## config.mk

```make
export PLATFORM = sky130hd
export DESIGN_NAME = aal34_chk_ctrl
export DESIGN_NICKNAME = d
export VERILOG_FILES = /design/src/rtl/aal34_chk_pkg.sv /design/src/rtl/aal34_chk_ctrl.sv
export SDC_FILE = /design/constraint.sdc
export NUM_CORES = 1
export LEC_CHECK = 0
export ABC_AREA = 1
export BUFFER_PORTS_ARGS = -buffer_cell sky130_fd_sc_hd__clkbuf_2
export CAP_MARGIN = 20
export CORE_ASPECT_RATIO = 0.7
export CORE_MARGIN = 3
export CORE_UTILIZATION = 49
export DETAILED_ROUTE_END_ITERATION = 16
export GPL_TIMING_DRIVEN = 0
export MAX_ROUTING_LAYER = met4
export PLACE_DENSITY = 0.9
export SLEW_MARGIN = 20
export SYNTH_ARGS = -nofsm -noshare
export SYNTH_HDL_FRONTEND = slang
export SYNTH_SLANG_ARGS = --single-unit
```

## constraint.sdc

```tcl
create_clock -name vclk -period 1.95
set_clock_uncertainty 0.1 [all_clocks]
set_input_delay 0 -clock vclk [all_inputs]
set_output_delay 0 -clock vclk [all_outputs]
set_load 0.01 [all_outputs]
```

## src/rtl/aal34_chk_pkg.sv

```systemverilog
package aal34_chk_pkg;

  typedef enum logic [1:0] {
    SEG_COM = 2'b00,
    SEG_EOM = 2'b01,
    SEG_BOM = 2'b10,
    SEG_SSM = 2'b11
  } segKind_t;

  localparam logic [1:0] EXP_BEGIN = 2'b01;
  localparam logic [1:0] EXP_CONT  = 2'b00;

  localparam int NUM_CNT  = 4;
  localparam int CNT_CRC  = 0;
  localparam int CNT_MID  = 1;
  localparam int CNT_LI   = 2;
  localparam int CNT_SEQ  = 3;

  localparam logic [5:0] LI_FULL    = 6'd44;
  localparam logic [5:0] LI_ABORT   = 6'd63;
  localparam logic [5:0] LI_EOM_MIN = 6'd4;
  localparam logic [5:0] LI_SSM_MIN = 6'd8;

  typedef struct packed {
    logic               fire;
    logic               accept;
    logic               stsWr;
    logic               stsAbort;
    logic               stsLenErr;
    logic               stsSeqErr;
    logic [NUM_CNT-1:0] cntInc;
    logic               expLoad;
    logic [1:0]         expNext;
  } stepStrobe_t;

endpackage

```

## src/rtl/aal34_chk_ctrl.sv

```systemverilog
module aal34_chk_ctrl
  import aal34_chk_pkg::*;
#(
  parameter int MID_W   = 10,
  parameter int MBITS_W = 4
) (
  input  logic               cellValid,
  input  logic [1:0]         segType,
  input  logic [MID_W-1:0]   cellMid,
  input  logic [5:0]         cellLi,
  input  logic               crcOk,
  input  logic               crcChkEn,
  input  logic               liChkEn,
  input  logic               seqChkEn,
  input  logic [MID_W-1:0]   midBase,
  input  logic [MBITS_W-1:0] midBits,
  input  logic [1:0]         expSeg,
  output stepStrobe_t        strobe
);

  segKind_t       seg;
  logic [MID_W:0] midOffset;
  logic [MID_W:0] midSpan;
  logic           midOk;
  logic           crcFail;
  logic           abortEom;
  logic           liBad;
  logic           liFail;
  logic           isOpen;
  logic           isClose;
  logic           expBegin;
  logic           seqDrop;
  logic           seqRestart;

  assign seg       = segKind_t'(segType);
  assign midOffset = {1'b0, cellMid} - {1'b0, midBase};
  assign midSpan   = midOffset >> midBits;
  assign midOk     = (midSpan == '0);

  assign crcFail   = crcChkEn && !crcOk;
  assign abortEom  = (seg == SEG_EOM) && (cellLi == LI_ABORT);
  assign isOpen    = (seg == SEG_BOM) || (seg == SEG_SSM);
  assign isClose   = (seg == SEG_EOM) || (seg == SEG_SSM);
  assign expBegin  = (expSeg == EXP_BEGIN);

  always_comb begin
    unique case (seg)
      SEG_BOM: liBad = (cellLi != LI_FULL);
      SEG_COM: liBad = (cellLi != LI_FULL);
      SEG_EOM: liBad = (cellLi < LI_EOM_MIN) || (cellLi > LI_FULL);
      SEG_SSM: liBad = (cellLi < LI_SSM_MIN) || (cellLi > LI_FULL);
      default: liBad = 1'b0;
    endcase
  end

  assign liFail     = liChkEn && liBad;
  assign seqDrop    = seqChkEn && expBegin && !isOpen;
  assign seqRestart = seqChkEn && !expBegin && isOpen;

  always_comb begin
    strobe      = '0;
    strobe.fire = cellValid;
    if (cellValid) begin
      if (crcFail) begin
        strobe.cntInc[CNT_CRC] = 1'b1;
      end else if (!midOk) begin
        strobe.cntInc[CNT_MID] = 1'b1;
      end else if (abortEom) begin
        strobe.stsWr    = 1'b1;
        strobe.stsAbort = 1'b1;
        strobe.expLoad  = 1'b1;
        strobe.expNext  = EXP_BEGIN;
      end else if (liFail) begin
        strobe.cntInc[CNT_LI] = 1'b1;
        if (!isOpen) begin
          strobe.stsWr     = 1'b1;
          strobe.stsLenErr = 1'b1;
          strobe.expLoad   = 1'b1;
          strobe.expNext   = EXP_BEGIN;
        end
      end else if (seqDrop) begin
        strobe.accept = 1'b0;
      end else begin
        strobe.accept  = 1'b1;
        strobe.expLoad = 1'b1;
        strobe.expNext = isClose ? EXP_BEGIN : EXP_CONT;
        if (seqRestart) begin
          strobe.stsWr           = 1'b1;
          strobe.stsSeqErr       = 1'b1;
          strobe.cntInc[CNT_SEQ] = 1'b1;
        end
      end
    end
  end

endmodule

```

==> qor.yml, run 1 <==
grt:
  grt_max_degree: 9
  met1_usage_pct: 30.2
  grt.total_usage_pct: 20.5
  grt_overflow: 0
  busiest_layer: "met2"
  antenna_found_initial: 0
  grt_pass1_vias: 1106
  use_met3_pct: 0
  grtUsageMet2_pct: 33.4
  grt_pass1_wl_mm: 4.33
sta:
  fmax_mhz: 499
  final_hold_viol_count: 0
  timing.final.ws_setup_ps: -56.0
  setup_viol: 9
  rsz0062_at_grt: "yes"
  post-route-min-period_ps: 2010
  finalCritPeriodShare_pct: 103
  maxSlewViolCount: 0
layout:
  seq_area_um2: 0
  finalInstanceArea_um2: 1460
  fin_util_pct: 76.1
  fillers: 152
  n_antenna_cell: 0
  final_common_cell: "nand2_1"
  mostFrequentLayoutCells: "nand2_1, clkbuf_2, inv_1"
  n_clock_buffer: 0
  synthToLayoutAreaGrowth_pct: 43.2
  fin_nets: 304
  nFlopsAndLatches: 0
  drive_gt1_share_pct: 37.3
drt:
  dr.first_iter.drc_count: 71
  drtPass1Iterations: 4
  totalWireLength_mm: 3.18
  drc: 0
  ant_nets: 0
  vias: 1427
  post_drt_wl_per_cell_um: 11.6
  viasPerCell: 5.21
floorplan:
  die_h_um: 44.2
  rows: 13
  io_pins: 52
  die_x_um: 60.5
  core-area_um2: 1920
  die_area_um2: 2670
  start_util_pct: 53.1
setup_path:
  critPathKind: "primary input to primary output"
  required_ps: 1850
  crit_arrival_ps: 1910
  crit_family: "simple AND/OR/NAND/NOR gates"
  crit_fanout: 4
  crit_path_cell_trace: "buf_8, inv_4, ha_4, fa_2, inv_4, nand3_4, nand2_4, nand2_4, nand2_4, nand2_2, nand3_2, nand2_2, a21oi_4, nand4_4, nor2_1, buf_2"
  critPathLaunchType: "primary input"
  crit_top_cell: "nand2_4"
  slowest_delay_ps: 350
  worstSetupEndpointType: "primary output"
  cp_num_buf_inv: 4
  slowest_stage: "fa_2"
job:
  maxCapViolations: 0
clock_network:
  hold_buffers: 0
place:
  portBuffers: 51
  gp_congestion: 0.905
  place_area_um2: 1300
  hpwlAfterDp_mm: 2.22
synthesis:
  synth_fp_nets: 246
  synth_cells: 196
  yosysUniqueCellTypes: 26
  synth.avg_cell_area_um2: 5.20
  yosysWarnings: 0
  yosysSeqAreaShare_pct: 0
  synth_top_area_cell: "nand2_1"
  synth_top_area_share_pct: 18.0
  netlist_area_um2: 1020
  synth_top_cells_by_area: "nand2_1, inv_1, ha_1"
status:
  status: "complete, but fails checks"
  violations: "negative setup slack"
worst_hold_path:
  hold_class: "primary input to primary output"
pwr:
  p_per_area_nw_per_um2: 283
  p_leak_nw: 0.905
  vdd_drop_max_mv: 0.139
-- routing by layer --
metal,vias up,wire [um]
met4,0,25
li1,729,-
met1,621,1510
met5,-,0
met3,4,219
met2,73,1420
-- report_power, final --
part | switching [mW] | total, mW | internal, mW | leakage, nW
clock | 0 | 0 | 0 | 0
combinational | 0.243 | 0.414 | 0.171 | 0.905
sequential | 0 | 0 | 0 | 0
-- metrics by stage --
stage                     cells  hold WS (ps)  TNS (ps)  total power [mW]  setup WS (ps)
after floorplan             196         -45.6         0             0.239           29.6
after global placement      269           146      -326             0.323           -157
after detailed placement    269           165      -843             0.330           -206
after CTS                   272           167         0             0.355           12.9
after global routing        274           204     -1130             0.456           -165
final                       274           167      -149             0.414          -56.0
-- final timing paths --
| check | endpoint | from | cells after the start |
|---|---|---|---|
| hold / removal | strobe[3] | crcOk | 3 |
| setup / recovery | strobe[8] | cellMid[0] | 16 |
-- cell type report --
class / count / area, um^2 / area share (%)
Buffer: 3 / 26.3 / 1.80
Multi-Input combinational cell: 148 / 920 / 63.0
Timing Repair Buffer: 57 / 317 / 21.7
Inverter: 44 / 170 / 11.7
Tap cell: 22 / 27.5 / 1.89
-- cells in the mapped netlist, drive strengths merged (2+ instances only) --
master,n
nand2,57
inv,44
nor2,27
nand3,22
ha,10
a21oi,8
nand4,6
buf,4
o21ai,3
a21boi,2
a21o,2
and2,2
nor3,2
nor4,2
-- tightest hold or removal path, cell delays in order --
cell and delay (ps):
clkbuf_2 90, nor3_1 50, clkbuf_2 120
-- timing repair --
item / 4_1_cts / 5_1_grt
endpoints found under the setup margin: 9 / 10
hold endpoints to repair: 0 / 0
resized for setup: 10 / 29
pin swaps: 10 / 21
buffers inserted: 4 / 2
-- logic make-up after synthesis --
kind of cell / count (synthesis) / synth area share [%]
and+or+nand+nor: 118 / 52.5
other: 1 / 0.368
AOI/OAI and AO/OA: 18 / 13.4
adders and majority gates: 11 / 14.2
buffers and inverters: 48 / 19.5
No activity file was read; power rests on OpenSTA's default activity.
==> run 2, diff against run 1 <==
Settings changed: MAX_ROUTING_LAYER met4 to not set, SETUP_SLACK_MARGIN set to 0.3.
==> qor.yml, run 2 (synthesized netlist as in run 1, its figures left out) <==
status:
  status: "complete, but fails checks"
  violations: "negative setup slack"
drt:
  ant_nets: 0  # unchanged
  vias: 1394  # -2.3%
  drc: 0  # unchanged
  viasPerCell: 5.09  # -2.3%
  totalWireLength_mm: 2.84  # -11%
  post_drt_wl_per_cell_um: 10.3  # -11%
  dr.first_iter.drc_count: 57  # -20%
  drtPass1Iterations: 4  # unchanged
floorplan:
  start_util_pct: 53.1  # unchanged
  rows: 13  # unchanged
  core-area_um2: 1920  # unchanged
  die_h_um: 44.2  # unchanged
  die_area_um2: 2670  # unchanged
  die_x_um: 60.5  # unchanged
  io_pins: 52  # unchanged
layout:
  synthToLayoutAreaGrowth_pct: 43.1  # about the same
  fillers: 161  # +5.9%
  seq_area_um2: 0  # unchanged
  fin_nets: 304  # unchanged
  drive_gt1_share_pct: 37.3  # unchanged
  nFlopsAndLatches: 0  # unchanged
  mostFrequentLayoutCells: "nand2_1, clkbuf_2, inv_1"
  n_antenna_cell: 0  # unchanged
  n_clock_buffer: 0  # unchanged
  final_common_cell: "nand2_1"
setup_path:
  crit_arrival_ps: 1920  # about the same
  worstSetupEndpointType: "primary output"
  slowest_delay_ps: 350  # about the same
  cp_num_buf_inv: 5  # +1
  critPathKind: "primary input to primary output"
  required_ps: 1850  # about the same
  slowest_stage: "fa_2"
  crit_top_cell: "buf_6"
  crit_cells: 15  # -1
  startpoint: "cellMid[0]"
  crit_path_cell_trace: "buf_8, inv_8, ha_4, fa_2, inv_2, nand3_2, nand2_2, nand2_1, a21oi_2, nor2_2, a21oi_4, nand4_4, nor2_4, buf_6, buf_6"
  crit_family: "simple AND/OR/NAND/NOR gates"
  critPathLaunchType: "primary input"
  crit_end: "strobe[7]"
  crit_fanout: 4  # unchanged
pwr:
  vdd_drop_max_mv: 0.126  # -9.4%
  p_per_area_nw_per_um2: 270  # -4.7%
  p_leak_nw: 0.904  # -0.13%
sta:
  setup_viol: 4  # -5
  final_hold_viol_count: 0  # unchanged
  maxSlewViolCount: 0  # unchanged
  post-route-min-period_ps: 2020  # +15.8 ps
  rsz0062_at_grt: "yes"
  worst_hold_slack_ps: 154  # -13.1 ps
  tns_ps: -126  # +22.9 ps
  timing.final.ws_setup_ps: -71.8  # -15.8 ps
  finalCritPeriodShare_pct: 104  # +0.81 points
  fmax_mhz: 495  # -0.78%
place:
  dp_slack_ps: -166  # +40.0 ps
  portBuffers: 51  # unchanged
  gp_congestion: 0.827  # -8.7%
  hpwlAfterDp_mm: 2.28  # +2.6%
grt:
  grt_pass1_vias: 1146  # +3.6%
  grt_pass1_wl_mm: 4.63  # +7.0%
  grt.total_usage_pct: 21.1  # +0.66 points
  grt_overflow: 0  # unchanged
  antenna_found_initial: 0  # unchanged
  grt_max_degree: 9  # unchanged
job:
  maxCapViolations: 0  # unchanged
worst_hold_path:
  hold_class: "primary input to primary output"
run 2: cell count changes in the layout (fill, tap and decap cells not counted), moves of 2 or more:
cell,previous run,this run
buf_6,2,5
nand2_2,6,9
nand3_1,19,17
buf_4,8,6
inv_4,2,0
nand3_2,2,5
nand2_4,4,0
run 2: tightest hold or removal path, stage by stage:
cell      delay [ps]
clkbuf_2          90
nor3_1            50
clkbuf_2         120
run 2: final cells by class:
cell class	count	area [um^2]	area share [%]
Buffer	4	37.5	2.57
Inverter	44	173	11.8
Multi-Input combinational cell	148	902	61.8
Tap cell	22	27.5	1.89
Timing Repair Buffer	56	319	21.9
run 2: worst min path at each step:
stage	startpoint	end	slack [ps]	depth (start not counted)
2_1_floorplan	crcOk	strobe[3]	-50	1
3_3_place_gp	crcOk	strobe[3]	150	3
3_5_place_dp	crcOk	strobe[3]	150	3
4_1_cts	crcOk	strobe[3]	160	3
5_1_grt	crcOk	strobe[3]	170	3
6_report	crcOk	strobe[3]	150	3
run 2: metal layers:
layer	global-route usage (%)	wire [um]
met4	0.866	24
met5	0	0
met1	32.4	1260
met2	33.8	1250
met3	1.46	295
run 2: power breakdown:
part	total (mW)	switching, mW	internal [mW]
sequential	0	0	0
combinational	0.394	0.228	0.166
clock	0	0	0
total	0.394	0.228	0.166
run 2: timing repair:
item,CTS,global route
resized for setup,7,14
buffers inserted,2,3
gates cloned,0,0
pin swaps,14,11
endpoints found under the setup margin,10,10
hold endpoints to repair,0,0
hold buffers,0,0
run 2: stage by stage:
step | cell area [um^2] | cells | power [mW] | util [%]
3_5_place_dp | 1360 | 269 | 0.346 | 70.6
4_1_cts | 1410 | 271 | 0.363 | 73.3
2_1_floorplan | 1070 | 196 | 0.252 | -
3_3_place_gp | 1360 | 269 | 0.340 | 70.6
5_1_grt | 1460 | 274 | 0.442 | 76.0
6_report | 1460 | 274 | 0.394 | 76.0
==> run 3, diff against run 2 <==
Settings changed: ABC_AREA 1 to 0, CORE_UTILIZATION 49 to 46.
==> qor.yml, run 3 <==
pwr:
  vdd_drop_max_mv: 0.241  # +91%
  p_sw_mw: 0.270  # +19%
  p_leak_nw: 0.750  # -17%
  p_int_mw: 0.218  # +31%
  clock_power_share_pct: 0  # unchanged
  swShare_pct: 55.3  # -2.5 points
  combPwrFrac_pct: 100.0  # about the same
  seqPwrFrac_pct: 0  # unchanged
  power_mw: 0.488  # +24%
  p_per_area_nw_per_um2: 333  # +23%
layout:
  drive_gt1_share_pct: 54.0  # +17 points
  finalNonFillerCells: 210  # -23%
  n_antenna_cell: 0  # unchanged
  mostFrequentLayoutCells: "clkbuf_2, inv_1, buf_4"
  fillers: 81  # -50%
  multi_input_area_um2: 968  # +7.4%
  final_common_cell: "clkbuf_2"
  n_clock_buffer: 0  # unchanged
  synthToLayoutAreaGrowth_pct: 71.1
  seq_area_um2: 0  # unchanged
  nFlopsAndLatches: 0  # unchanged
  fin_nets: 241  # -21%
place:
  portBuffers: 51  # unchanged
  hpwlAfterDp_mm: 2.20  # -3.6%
  gp_congestion: 0.829  # +0.33%
  dp_slack_ps: -625  # -459 ps
  placed_cells: 197  # -27%
floorplan:
  rows: 12  # -1
  die_h_um: 42.1  # -4.7%
  die_x_um: 57.6  # -4.9%
  io_pins: 52  # unchanged
  core-area_um2: 1670  # -13%
  start_util_pct: 51.4  # -1.8 points
  die_area_um2: 2420  # -9.4%
grt:
  antenna_found_initial: 0  # unchanged
  met1_usage_pct: 31.1  # -1.3 points
  busiest_layer: "met2"
  grt_overflow: 0  # unchanged
  grtUsageMet2_pct: 47.1  # +13 points
  grt_pass1_wl_mm: 5.21  # +13%
  grt_pass1_vias: 1179  # +2.9%
  grt_max_degree: 8  # -1
  grt.total_usage_pct: 25.8  # +4.7 points
  use_met3_pct: 2.46  # +1.0 points
status:
  violations: "negative setup slack"
  status: "complete, but fails checks"
sta:
  post-route-min-period_ps: 2610  # +591 ps
  fmax_mhz: 383  # -23%
  timing.final.ws_setup_ps: -662  # -591 ps
  rsz0062_at_grt: "yes"
  setup_viol: 10  # +6
  maxSlewViolCount: 0  # unchanged
  finalCritPeriodShare_pct: 134  # +30 points
  final_hold_viol_count: 0  # unchanged
  worst_hold_slack_ps: 204  # +50.2 ps
setup_path:
  crit_fanout: 4  # unchanged
  worstSetupEndpointType: "primary output"
  slowest_stage: "fa_2"
  critPathKind: "primary input to primary output"
  crit_arrival_ps: 2510  # +590 ps
  required_ps: 1850  # about the same
  critPathLaunchType: "primary input"
  startpoint: "cellMid[0]"
  crit_path_cell_trace: "buf_8, inv_8, ha_4, fa_2, nand2b_4, a211oi_4, o21a_1, nor2_1, o31ai_4, o221ai_4, buf_6, nor3_2, buf_2"
  slowest_delay_ps: 360  # about the same
synthesis:
  yosys.cell_count.top_type: "inv_1"
  synth_top_cells_by_area: "ha_1, inv_1, nand2_1"
  netlist_area_um2: 856  # -16%
  yosysSeqAreaShare_pct: 0  # unchanged
  synth_cells: 125  # -36%
  yosysWarnings: 0  # unchanged
  synth_fp_nets: 175  # -29%
  yosysUniqueCellTypes: 46  # +77%
  synth.avg_cell_area_um2: 6.85  # +32%
  synth_top_area_cell: "ha_1"
  synth_top_area_share_pct: 14.6  # -3.4 points
  synth_common_cells: "inv_1, nand2_1, ha_1, nor2_1"
drt:
  viasPerCell: 6.57  # +29%
  drc: 0  # unchanged
  post_drt_wl_per_cell_um: 20.3  # +96%
  dr.first_iter.drc_count: 117  # +110%
  totalWireLength_mm: 4.25  # +50%
  drtPass1Iterations: 5  # +1
  ant_nets: 0  # unchanged
  vias: 1379  # -1.1%
clock_network:
  hold_buffers: 0  # unchanged
worst_hold_path:
  min_from: "cellValid"
  hold_class: "primary input to primary output"
job:
  maxCapViolations: 0  # unchanged
[run 3: cell count changes after synthesis, sizes merged, moves of 4 or more]
cell and delta:
o21a +4, nand4 -4, nand2 -45, nor2 -17, nand3 -21, inv -27
nor4 +4
[run 3: per-layer routing]
layer	vias to the layer above	share of wire [%]
li1	581	-
met1	607	35
met2	144	43
met3	47	11
met4	0	11
met5	-	0
[run 3: cell type report]
type	count	area share, %
Tap cell	21	1.79
Buffer	3	1.54
Multi-Input combinational cell	106	66.2
Inverter	17	4.87
Timing Repair Buffer	63	25.6
[run 3: timing repair]
item,4_1_cts,5_1_grt
buffers inserted,9,3
cloned,1,0
endpoints found under the setup margin,10,10
pin swaps,10,2
gates resized for setup,8,20
[run 3: kinds of logic (layout without fill, tap and decap cells)]
| logic type | after synthesis | after routing | synth area share (%) |
|---|---|---|---|
| and+or+nand+nor | 51 | 51 | 32.7 |
| adders and majority gates | 11 | 11 | 17.0 |
| other | 1 | 1 | 0.438 |
| AOI/OAI and AO/OA | 36 | 37 | 33.3 |
| muxes | 2 | 2 | 2.34 |
| buffers and inverters | 20 | 83 | 10.1 |
| xor gates and xnor gates | 4 | 4 | 4.09 |
[run 3: power by group through the flow]
| stage | logic (mW) | clock network, mW | registers, mW |
|---|---|---|---|
| 5_1_grt | 0.512 | 0 | 0 |
| 6_report | 0.488 | 0 | 0 |
| 2_1_floorplan | 0.248 | 0 | 0 |
| 4_1_cts | 0.403 | 0 | 0 |
| 3_3_place_gp | 0.328 | 0 | 0 |
| 3_5_place_dp | 0.342 | 0 | 0 |
[run 3: critical path: cells and delay by family]
kind,cells,cell delay (ps)
buffers and inverters,4,470
AND/OR/NAND/NOR,3,490
adder cells (fa/ha/maj),2,510
AO/OA/AOI/OAI,4,1050
[run 3: final timing paths]
check             cells after the start         to
setup / recovery                     13  strobe[2]
hold / removal                        4  strobe[3]
[run 3: stage by stage]
step                      setup TNS (ps)  utilization (%)  area, um^2
after floorplan                    -1540                -         968
after global placement             -5030             75.0        1250
after detailed placement           -5440             75.0        1250
after CTS                          -5010             82.6        1380
after global routing               -6150             87.8        1460
final                              -5590             87.8        1460
